**src/rtl/boot_seq_pkg.sv**
```systemverilog
package boot_seq_pkg;

  typedef enum logic [2:0] {
    SQ_HOLD   = 3'd0,
    SQ_REL    = 3'd1,
    SQ_BSTART = 3'd2,
    SQ_BWAIT  = 3'd3,
    SQ_RUN    = 3'd4,
    SQ_HALT   = 3'd5
  } seq_state_t;

  localparam int STAT_W = 8;

  // all three qualifiers must be high before the core may leave reset
  function automatic logic seq_ready(input logic ext_hi, input logic pg, input logic lk);
    return ext_hi & pg & lk;
  endfunction

  // core reset is released in every state of the start-up path
  function automatic logic core_released(input seq_state_t s);
    return (s == SQ_REL) || (s == SQ_BSTART) || (s == SQ_BWAIT) || (s == SQ_RUN);
  endfunction

  // bit0 fitted, bit1 locked, bit2 external full-speed source selected
  function automatic logic [STAT_W-1:0] clk_stat_word(input logic present, input logic lock);
    return {5'b00000, 1'b1, lock & present, present};
  endfunction

endpackage

```
**src/rtl/boot_seq_sync.sv**
```systemverilog
module boot_seq_sync #(
  parameter int W      = 3,
  parameter int STAGES = 2
) (
  input  logic         clk,
  input  logic         arst_n,
  input  logic [W-1:0] d,
  output logic [W-1:0] q
);
  logic [STAGES-1:0][W-1:0] stg;

  always_ff @(posedge clk or negedge arst_n) begin
    if (!arst_n) begin
      stg <= '0;
    end else begin
      stg[0] <= d;
      for (int i = 1; i < STAGES; i++) stg[i] <= stg[i-1];
    end
  end

  assign q = stg[STAGES-1];
endmodule

```
**src/rtl/boot_seq_fsm.sv**
```systemverilog
module boot_seq_fsm
  import boot_seq_pkg::*;
(
  input  logic       clk,
  input  logic       arst_n,
  input  logic       ready,
  input  logic       pg_s,
  input  logic       bist_done,
  input  logic       bist_pass,
  output seq_state_t state,
  output logic       ok_flag,
  output logic       fail_flag
);
  seq_state_t nxt;
  logic       verdict;

  assign verdict = ready && (state == SQ_BWAIT) && bist_done;

  always_comb begin
    nxt = state;
    if (!ready) begin
      nxt = SQ_HOLD;
    end else begin
      unique case (state)
        SQ_HOLD:   nxt = fail_flag ? SQ_HALT : SQ_REL;
        SQ_REL:    nxt = ok_flag ? SQ_RUN : SQ_BSTART;
        SQ_BSTART: nxt = SQ_BWAIT;
        SQ_BWAIT:  if (bist_done) nxt = bist_pass ? SQ_RUN : SQ_HALT;
        SQ_RUN:    nxt = SQ_RUN;
        SQ_HALT:   nxt = SQ_HALT;
        default:   nxt = SQ_HOLD;
      endcase
    end
  end

  always_ff @(posedge clk or negedge arst_n) begin
    if (!arst_n) state <= SQ_HOLD;
    else         state <= nxt;
  end

  // flags survive warm resets; a supply drop counts as a power-up
  always_ff @(posedge clk or negedge arst_n) begin
    if (!arst_n) begin
      ok_flag   <= 1'b0;
      fail_flag <= 1'b0;
    end else if (!pg_s) begin
      ok_flag   <= 1'b0;
      fail_flag <= 1'b0;
    end else if (verdict) begin
      if (bist_pass) ok_flag   <= 1'b1;
      else           fail_flag <= 1'b1;
    end
  end
endmodule

```
**src/rtl/boot_seq_stat.sv**
```systemverilog
module boot_seq_stat
  import boot_seq_pkg::*;
#(
  parameter bit HAS_PLL = 1'b1
) (
  input  logic              lock_s,
  output logic [STAT_W-1:0] clk_status
);
  localparam logic PRESENT = HAS_PLL;

  assign clk_status = clk_stat_word(PRESENT, lock_s);
endmodule

```
**src/rtl/boot_seq.sv**
```systemverilog
module boot_seq
  import boot_seq_pkg::*;
#(
  parameter bit HAS_PLL     = 1'b1,
  parameter int ADDR_W      = 32,
  parameter int SYNC_STAGES = 2
) (
  input  logic              clk,
  input  logic              por_n,
  input  logic              ext_rst_n,
  input  logic              pwr_good,
  input  logic              pll_lock,
  input  logic              bist_done,
  input  logic              bist_pass,
  output logic              rst_core_n,
  output logic              bist_start,
  output logic              run_en,
  output logic [ADDR_W-1:0] boot_addr,
  output logic [STAT_W-1:0] clk_status,
  output logic              bist_ok_flag,
  output logic              bist_fail_flag
);
  localparam int NSYNC = 3;

  logic       ext_s, pg_s, lk_raw_s, lk_s, rdy_w;
  seq_state_t state;

  boot_seq_sync #(.W(NSYNC), .STAGES(SYNC_STAGES)) u_sync (
    .clk    (clk),
    .arst_n (por_n),
    .d      ({ext_rst_n, pwr_good, pll_lock}),
    .q      ({ext_s, pg_s, lk_raw_s})
  );

  generate
    if (HAS_PLL) begin : g_pll
      assign lk_s = lk_raw_s;
    end else begin : g_nopll
      assign lk_s = 1'b1;
    end
  endgenerate

  assign rdy_w = seq_ready(ext_s, pg_s, lk_s);

  boot_seq_fsm u_fsm (
    .clk       (clk),
    .arst_n    (por_n),
    .ready     (rdy_w),
    .pg_s      (pg_s),
    .bist_done (bist_done),
    .bist_pass (bist_pass),
    .state     (state),
    .ok_flag   (bist_ok_flag),
    .fail_flag (bist_fail_flag)
  );

  boot_seq_stat #(.HAS_PLL(HAS_PLL)) u_stat (
    .lock_s     (lk_raw_s),
    .clk_status (clk_status)
  );

  assign rst_core_n = core_released(state);
  assign bist_start = (state == SQ_BSTART);
  assign run_en     = (state == SQ_RUN);
  assign boot_addr  = '0;
endmodule

```
**config.mk**
```make
export PLATFORM = sky130hd
export DESIGN_NAME = boot_seq
export DESIGN_NICKNAME = d
export VERILOG_FILES = /design/src/rtl/boot_seq_pkg.sv /design/src/rtl/boot_seq_sync.sv /design/src/rtl/boot_seq_fsm.sv /design/src/rtl/boot_seq_stat.sv /design/src/rtl/boot_seq.sv
export SDC_FILE = /design/constraint.sdc
export NUM_CORES = 1
export LEC_CHECK = 0
export BUFFER_PORTS_ARGS = -buffer_cell sky130_fd_sc_hd__buf_4
export CORE_ASPECT_RATIO = 0.9
export CORE_MARGIN = 2
export CORE_UTILIZATION = 38
export CTS_BUF_LIST = sky130_fd_sc_hd__clkbuf_4
export DETAILED_ROUTE_END_ITERATION = 7
export PLACE_DENSITY_LB_ADDON = 0.1
export SLEW_MARGIN = 30
export SYNTH_ARGS = -nofsm -noshare
export SYNTH_HDL_FRONTEND = slang
export SYNTH_SLANG_ARGS = --single-unit
```
**constraint.sdc**
```tcl
create_clock -name clk -period 0.95 [get_ports clk]
set_input_delay 0 -clock clk [delete_from_list [all_inputs] [get_ports clk]]
set_output_delay 0 -clock clk [all_outputs]
set_load 0.01 [all_outputs]
```
==> flow_summary_export.csv, run 1 <==
group,metric,value,unit
timing,setup_ws,-0.212,ns
flow_run,max_cap_violations,0,
die,rows,15,
synthesis,ys_types,23,
synthesis,synth-edff-count,0,
synthesis,ys.warnings.count,0,
worst_setup_path,startpoint_type,"register",
die,pin_count,52,
route,vias,488,
die,floorplan.die_area,2330,um2
timing,max_freq,860,MHz
route,drtIter0Drc,7,
clocking,htreeDepth,1,
power,vdd_drop_max,0.814,mV
die,die_w,50.7,um
die,start_util,39.7,%
timing,finalCriticalPeriod,1.16,ns
clocking,cts_root_buf,"clkbuf_4",
worst_setup_path,worst_path_max_delay_cell,"dfrtp_2",
global_routing,track_usage,9.21,%
die,die_h,46.0,um
placement,port_buffers,12,
global_routing,grt_pass1_vias,389,
worst_setup_path,crit_start,"u_fsm.state[0]",
synthesis,netlist_area,746,um2
layout,num-nets-final,112,
route,postRouteAntennaNets,0,
outcome,status,"finished with violations",
layout,seq_area,279,um2
worst_setup_path,worstPathCellList,"nor2_4 -> buf_6 -> xnor2_2 -> buf_4",
worst_setup_path,cpPeakStageDelay,0.44,ns
clocking,insertion_delay,0.27,ns
route,drtPass1Iterations,4,
synthesis,yosysSeqAreaShare,36.9,%
placement,hpwl,739,um
layout,multiInputGateArea,337,um2
placement,routabilityCongestion,0.679,
hold_path,hold_start,"bist_pass",
worst_setup_path,rr_startpoint,"u_fsm.state[0]",
timing,slew_viol_final,0,
worst_setup_path,crit_arrival,1.16,ns
clocking,clkTransAtPathRegs,0.07,ns
global_routing,antenna_found_initial,0,
layout,area_growth,19.5,%
synthesis,synth_flop_cell,"dfrtp_1",
worst_setup_path,crit_required,0.95,ns
power,p_leak,0.478,nW
timing,skew,0.00459,ns
global_routing,grt_max_degree,12,
timing,rsz0062_at_grt,"true",
timing,setup_viol_count_final,8,
die,core,1880,um2
global_routing,gr-total-overflow,0,
worst_setup_path,crit_type,"reg -> out",
synthesis,synth_area_leaders,"buf_4, dfrtp_1, nand2b_1, buf_6, a21oi_1",
synthesis,syn_inst,78,
clocking,cts_buffers,3,
global_routing,grt_pass1_wl,1550,um
synthesis,synth_top_cell_area_share,40.3,%
clocking,numClockSinks,11,
timing,holdWs,0.0634,ns
timing,fin_crit_sh,122,%
synthesis,synth-async-reset-ratio,100,%
clocking,cts_tree,"built",
worst_setup_path,crit_path_end_kind,"output port",
layout,fillerInstances,201,
power,powerDensity,1090,nW/um2
route,drt-total-wl,1070,um
synthesis,synth.avg_cell_area,9.56,um2
route,route.detailed.drc,0,
route,via_per_inst,3.78,
synthesis,synth_top_cell_by_area,"buf_4",
clocking,clock_path_buffers,2,
layout,n_antenna_cell,0,
hold_path,hp-class,"in -> reg",
timing,hold_violations,0,
placement,dp_slack,-0.0989,ns
route,wl_per_cell,8.27,um
synthesis,ys_ff_latch,11,
worst_setup_path,crit_fanout,4,
timing,tns,-1.15,ns
layout,drive_gt1_share,35.6,%
outcome,violations,"setup timing",
==> worst max-delay path, delay by kind of cell (launching register included) <==
family	cells	cell delay, ns
and+or+nand+nor	1	0.12
DFF	1	0.44
buffers and inverters	2	0.24
xor gates and xnor gates	1	0.09
==> cells in the mapped netlist, drive strengths merged, types with 2 or more instances <==
library cell and n:
buf 41, dfrtp 11, a21oi 2, and2 2, conb 2, nand2 2, nand2b 2, nand3 2
nor3 2
==> flip-flops by register name, indices dropped and copies added (netlist names) <==
register,cells
u_fsm.ok_flag,1
u_sync.q,3
u_fsm.fail_flag,1
u_fsm.state,3
u_sync.stg,3
==> path summary, 6_finish.rpt <==
kind | to | cells after the start | slack [ns]
min in group asynchronous | u_fsm.ok_flag | 2 | 0.10
min | u_fsm.fail_flag | 3 | 0.06
max in group asynchronous | u_fsm.state[1] | 2 | 0.69
max | rst_core_n | 4 | -0.21
min reg2reg | u_sync.q[0] | 0 | 0.35
max reg2reg | u_fsm.state[2] | 5 | -0.19
==> repair_timing <==
| action | CTS | global route |
|---|---|---|
| setup buffers | 5 | 2 |
| hold endpoints to repair | 14 | 0 |
| setup endpoints to repair | 8 | 8 |
| pin swaps | 3 | 1 |
| gates resized for setup | 10 | 3 |
| hold buffers | 4 | 0 |
==> power by group <==
group / leakage [nW] / total [mW] / internal, mW / switching (mW)
Combinational: 0.326 / 0.167 / 0.0588 / 0.108
Sequential: 0.134 / 0.492 / 0.483 / 0.00891
Clock: 0.0177 / 0.314 / 0.156 / 0.158
Total: 0.478 / 0.973 / 0.698 / 0.275
==> stage by stage <==
stage               std cells  power (mW)  cell area, um2  util (%)
finish                    129       0.973             891      47.5
floorplan                 115       0.707             885         -
detailed placement        114       0.632             717      38.2
global route              129        1.04             891      47.5
CTS                       127       0.988             861      45.9
global placement          114       0.632             717      38.2
==> area by class of cell <==
| cell class | instances | share of cell area [%] |
|---|---|---|
| multi-input cells | 62 | 37.8 |
| flip-flops and latches | 11 | 31.3 |
| repair buffers | 26 | 23.9 |
| clock buffers | 3 | 2.53 |
| clock inverters | 1 | 0.562 |
| inverters | 1 | 0.421 |
| well taps | 25 | 3.51 |
==> layer usage <==
metal	wire length (um)	vias to the layer above	share of wire (%)	global-route usage [%]
met1	377	235	35	10.4
li1	-	225	-	-
met4	0	0	0	1.62
met5	0	-	0	0
met3	93	0	8.7	4.93
met2	596	28	56	15.8
==> cell usage in the layout, fill, tap and decap left out, drive strengths merged <==
cell type    netlist  routed
o21bai             1       1
inv                1       1
clkinv             0       1
nand3              2       2
clkbuf             0       3
nor2               1       1
nor3               2       2
conb               2      39
a2bb2oi            1       1
nand2              2       2
nand4b             1       1
nor3b              1       1
o21a               1       1
nand2b             2       2
dfrtp             11      11
o21ai              1       1
buf               41      22
a211oi             1       1
a21o               1       1
and2               2       2
xnor2              1       1
a221oi             1       1
a21oi              2       2
dlygate4sd3        0       4
==> kinds of logic (layout without fill, tap and decap cells) <==
family	Yosys count	after routing	share of synthesized area (%)
xor gates and xnor gates	1	1	1.17
DFF	11	11	36.9
AOI/OAI and AO/OA	9	9	8.39
other	2	39	1.01
buffers and inverters	42	31	42.3
and+or+nand+nor	13	13	10.2
Note: power is estimated with default switching activity, not from simulation.
==> run 2: changes to the inputs <==
- ABC_AREA: unset -> 1
==> flow_summary_export.csv, run 2 <==
group,metric,value,unit
power,vdd_drop_max,0.900,mV
worst_setup_path,cpPeakStageDelay,0.39,ns
worst_setup_path,crit_fanout,4,
die,rows,15,
worst_setup_path,path_buf_inv,3,
synthesis,yosys.cell_count.top_type,"buf_4",
global_routing,top_usage_layer,"met2",
synthesis,ys_ff_latch,11,
synthesis,synth_top_cell_area_share,39.2,%
clocking,cts_buffers,3,
clocking,clkTransAtPathRegs,0.07,ns
synthesis,synth-edff-count,0,
placement,port_buffers,12,
synthesis,synth-async-reset-ratio,100,%
global_routing,met2_usage,18.4,%
clocking,clock_path_buffers,2,
synthesis,synth.avg_cell_area,8.34,um2
synthesis,ys_types,15,
route,postRouteAntennaNets,0,
placement,routabilityCongestion,0.769,
synthesis,ys_top_cells_by_count,"buf_4, dfrtp_1, inv_1, nand2_1",
global_routing,grt_pass1_vias,401,
layout,fin_util,46.3,%
layout,drive_gt1_share,31.0,%
route,drt-total-wl,1120,um
route,via_per_inst,3.59,
synthesis,synth_top_cell_by_area,"buf_4",
route,wl_per_cell,7.95,um
power,p_leak,0.484,nW
timing,hold_violations,0,
synthesis,syn_inst,92,
hold_path,hold_start,"bist_done",
worst_setup_path,worstPathCellList,"inv_2 -> buf_6 -> xor2_1 -> buf_4",
layout,layout_commonest_cell,"conb_1",
synthesis,synth_area_leaders,"buf_4, dfrtp_1, inv_1, nand2_1, nand3_1",
timing,slew_viol_final,0,
synthesis,ys.warnings.count,0,
worst_setup_path,rrSetupSlack,-0.13,ns
layout,area_growth,15.7,%
power,finalPower,0.984,mW
route,drtPass1Iterations,2,
timing,setup_viol_count_final,8,
outcome,violations,"setup timing",
clocking,insertion_delay,0.26,ns
clocking,cts_tree,"built",
route,vias,506,
global_routing,grt_max_degree,12,
worst_setup_path,crit_type,"reg -> out",
global_routing,antenna_found_initial,0,
timing,fin_crit_sh,118,%
timing,tns,-0.887,ns
worst_setup_path,startpoint_type,"register",
global_routing,grt_pass1_wl,1650,um
clocking,htreeDepth,1,
layout,fillerInstances,220,
layout,final_cell_mix,"conb_1, buf_4, dfrtp_1",
worst_setup_path,rr_startpoint,"u_fsm.state[1]",
synthesis,netlist_area,767,um2
die,die_w,51.4,um
die,die_h,46.6,um
timing,setup_ws,-0.168,ns
layout,num-nets-final,124,
worst_setup_path,crit_arrival,1.12,ns
clocking,cts_root_buf,"clkbuf_4",
placement,hpwl,826,um
placement,dp_slack,-0.0800,ns
global_routing,track_usage,9.61,%
synthesis,yosysSeqAreaShare,35.9,%
worst_setup_path,crit_required,0.95,ns
global_routing,gr-usage-met1,10.0,%
timing,rsz0062_at_grt,"true",
route,drtIter0Drc,1,
global_routing,gr-total-overflow,0,
layout,n_antenna_cell,0,
placement,dpl_cell_area,734,um2
hold_path,hp-class,"in -> reg",
power,powerDensity,1110,nW/um2
worst_setup_path,crit_path_end_kind,"output port",
global_routing,grt_util_met3,5.19,%
worst_setup_path,critical_path.top_delay_family,"flip-flops",
timing,max_freq,894,MHz
die,core,1910,um2
worst_setup_path,worst_path_max_delay_cell,"dfrtp_1",
die,pin_count,52,
die,floorplan.die_area,2390,um2
flow_run,max_cap_violations,0,
outcome,status,"finished with violations",
route,route.detailed.drc,0,
die,start_util,40.1,%
timing,finalCriticalPeriod,1.12,ns
layout,fin_area,887,um2
worst_setup_path,crit_start,"u_fsm.state[2]",
synthesis,synth_flop_cell,"dfrtp_1",
timing,skew,0.00636,ns
clocking,numClockSinks,11,
==> run 2: metrics by stage <==
stage	cells	hold slack [ns]
detailed placement	127	-0.158
finish	141	0.0162
CTS	139	0.00845
global route	141	0.0163
floorplan	129	-0.296
global placement	127	-0.159
==> run 2: final timing paths <==
| check | depth (start not counted) | to |
|---|---|---|
| max | 4 | rst_core_n |
| max in group asynchronous | 2 | u_fsm.state[1] |
| min | 3 | u_fsm.fail_flag |
| min in group asynchronous | 2 | u_fsm.fail_flag |
| min reg2reg | 0 | u_sync.q[0] |
| max reg2reg | 5 | u_fsm.state[2] |
==> run 2: worst reg2reg max path, cell delays in order (launching register included) <==
cell	delay, ns
dfrtp_2	0.44
buf_4	0.14
a21oi_1	0.12
nand2_1	0.08
nor2_2	0.13
nor2_1	0.06
==> run 2: power breakdown <==
part | internal [mW] | switching (mW) | leakage (nW)
registers | 0.484 | 0.00905 | 0.136
clock network | 0.191 | 0.146 | 0.0184
logic | 0.0467 | 0.108 | 0.330
total | 0.721 | 0.263 | 0.484
==> run 2: logic make-up after synthesis <==
kind of cell / share of synthesized area, %
XOR/XNOR: 1.14
AO/OA/AOI/OAI: 4.57
buffers and inverters: 44.0
AND/OR/NAND/NOR: 13.4
other: 0.979
flip-flops: 35.9
==> run 2: cell type report <==
cell class,instances,area (um2),share of cell area [%]
flip-flops and latches,11,278,31.3
well taps,25,31.3,3.53
clock buffers,4,30.0,3.39
multi-input cells,68,324,36.5
repair buffers,23,186,21.0
inverters,10,37.5,4.23
==> run 2: per-layer routing <==
metal | routed length [um] | vias to the layer above
li1 | - | 248
met1 | 403 | 229
met2 | 589 | 29
met3 | 128 | 0
met4 | 0 | 0
met5 | 0 | -
==> run 2: repair_timing <==
action	in CTS	in global routing
resized for setup	8	3
hold buffers	4	0
setup endpoints to repair	8	8
pin swaps	1	0
setup buffers	4	2
endpoints found under the hold margin	14	0
==> run 3: changes to the inputs <==
- SETUP_SLACK_MARGIN: unset -> 0.1
- SKIP_CTS_REPAIR_TIMING: unset -> 1
==> flow_summary_export.csv, run 3 (synthesized netlist as in run 2, its figures left out) <==
group,metric,value,unit
outcome,status,"finished with violations",
outcome,violations,"setup timing",
layout,num-nets-final,126,
worst_setup_path,startpoint_type,"register",
layout,final_cell_mix,"conb_1, buf_4, dfrtp_1",
clocking,insertion_delay,0.26,ns
route,wl_per_cell,8.22,um
placement,routabilityCongestion,0.763,
placement,hpwl,833,um
clocking,htreeDepth,1,
placement,dp_slack,-0.0741,ns
die,core,1910,um2
die,die_w,51.4,um
timing,setup_viol_count_final,8,
global_routing,track_usage,8.57,%
layout,fillerInstances,192,
route,via_per_inst,3.58,
worst_setup_path,crit_arrival,1.17,ns
timing,hold_violations,0,
layout,layout_commonest_cell,"conb_1",
die,die_h,46.6,um
clocking,cts_buffers,3,
global_routing,grt_max_degree,12,
layout,n_antenna_cell,0,
clocking,clock_path_buffers,2,
worst_setup_path,crit_type,"reg -> out",
placement,port_buffers,12,
route,drtIter0Drc,2,
route,drtPass1Iterations,3,
layout,drive_gt1_share,34.7,%
route,drt-total-wl,1180,um
die,pin_count,52,
power,powerDensity,1040,nW/um2
timing,max_freq,858,MHz
die,rows,15,
worst_setup_path,crit_fanout,6,
timing,skew,0.00351,ns
timing,rsz0062_at_grt,"true",
route,postRouteAntennaNets,0,
hold_path,hp-class,"in -> reg",
route,vias,512,
route,route.detailed.drc,0,
global_routing,gr-total-overflow,0,
global_routing,grt_pass1_vias,353,
clocking,clkTransAtPathRegs,0.07,ns
clocking,cts_tree,"built",
clocking,cts_root_buf,"clkbuf_4",
timing,fin_crit_sh,123,%
die,start_util,40.1,%
layout,area_growth,21.9,%
power,finalPower,0.968,mW
timing,setup_ws,-0.216,ns
power,p_leak,0.501,nW
worst_setup_path,crit_required,0.95,ns
die,floorplan.die_area,2390,um2
global_routing,grt_pass1_wl,1420,um
timing,slew_viol_final,0,
power,vdd_drop_max,0.723,mV
worst_setup_path,crit_path_end_kind,"output port",
clocking,numClockSinks,11,
timing,finalCriticalPeriod,1.17,ns
flow_run,max_cap_violations,0,
global_routing,antenna_found_initial,0,
==> run 3: per-stage QoR <==
stage / util, % / hold WS [ns] / cells / area [um2] / TNS, ns
floorplan: - / -0.296 / 129 / 906 / -0.0108
global placement: 39.2 / -0.160 / 129 / 749 / -0.217
detailed placement: 39.2 / -0.158 / 129 / 749 / -0.167
CTS: 40.6 / -0.454 / 133 / 777 / -1.00
global route: 48.8 / 0.00521 / 143 / 935 / -1.54
finish: 48.8 / 0.00700 / 143 / 935 / -1.03
==> run 3: area by class of cell <==
class                           count  area [um2]  share of cell area (%)
Inverter                           10        37.5                    4.02
Clock inverter                      1        5.00                   0.535
Multi-Input combinational cell     68         342                    36.5
Timing Repair Buffer               25         219                    23.4
Sequential cell                    11         278                    29.7
Tap cell                           25        31.3                    3.35
Clock buffer                        3        22.5                    2.41
==> run 3: worst paths after layout <==
check / startpoint / end / slack, ns / depth (start not counted)
setup / recovery: u_fsm.state[1] / run_en / -0.22 / 3
hold / removal: bist_pass / u_fsm.ok_flag / 0.007 / 3
setup reg to reg: u_fsm.state[1] / u_fsm.state[2] / -0.13 / 6
hold reg to reg: u_sync.stg[1] / u_sync.q[1] / 0.35 / 0
max in group asynchronous: por_n / u_fsm.state[1] / 0.69 / 2
min in group asynchronous: por_n / u_sync.stg[2] / 0.10 / 2
==> run 3: worst max-delay path, stage by stage, from the launching register on <==
cell and delay, ns:
dfrtp_2 0.47, buf_6 0.14, nor3_2 0.16, buf_4 0.14
==> run 3: report_power, final <==
part	internal [mW]	switching, mW	total [mW]
Combinational	0.0537	0.111	0.165
Sequential	0.483	0.00977	0.493
Clock	0.156	0.155	0.310
==> run 3: layer usage <==
metal  part of all wire, %  GRT usage (%)  vias up
met1                    40           10.6      236
met3                   6.5           2.92        0
met2                    53           13.2       22
met5                     0              0        -
li1                      -              -      254
met4                     0           4.74        0
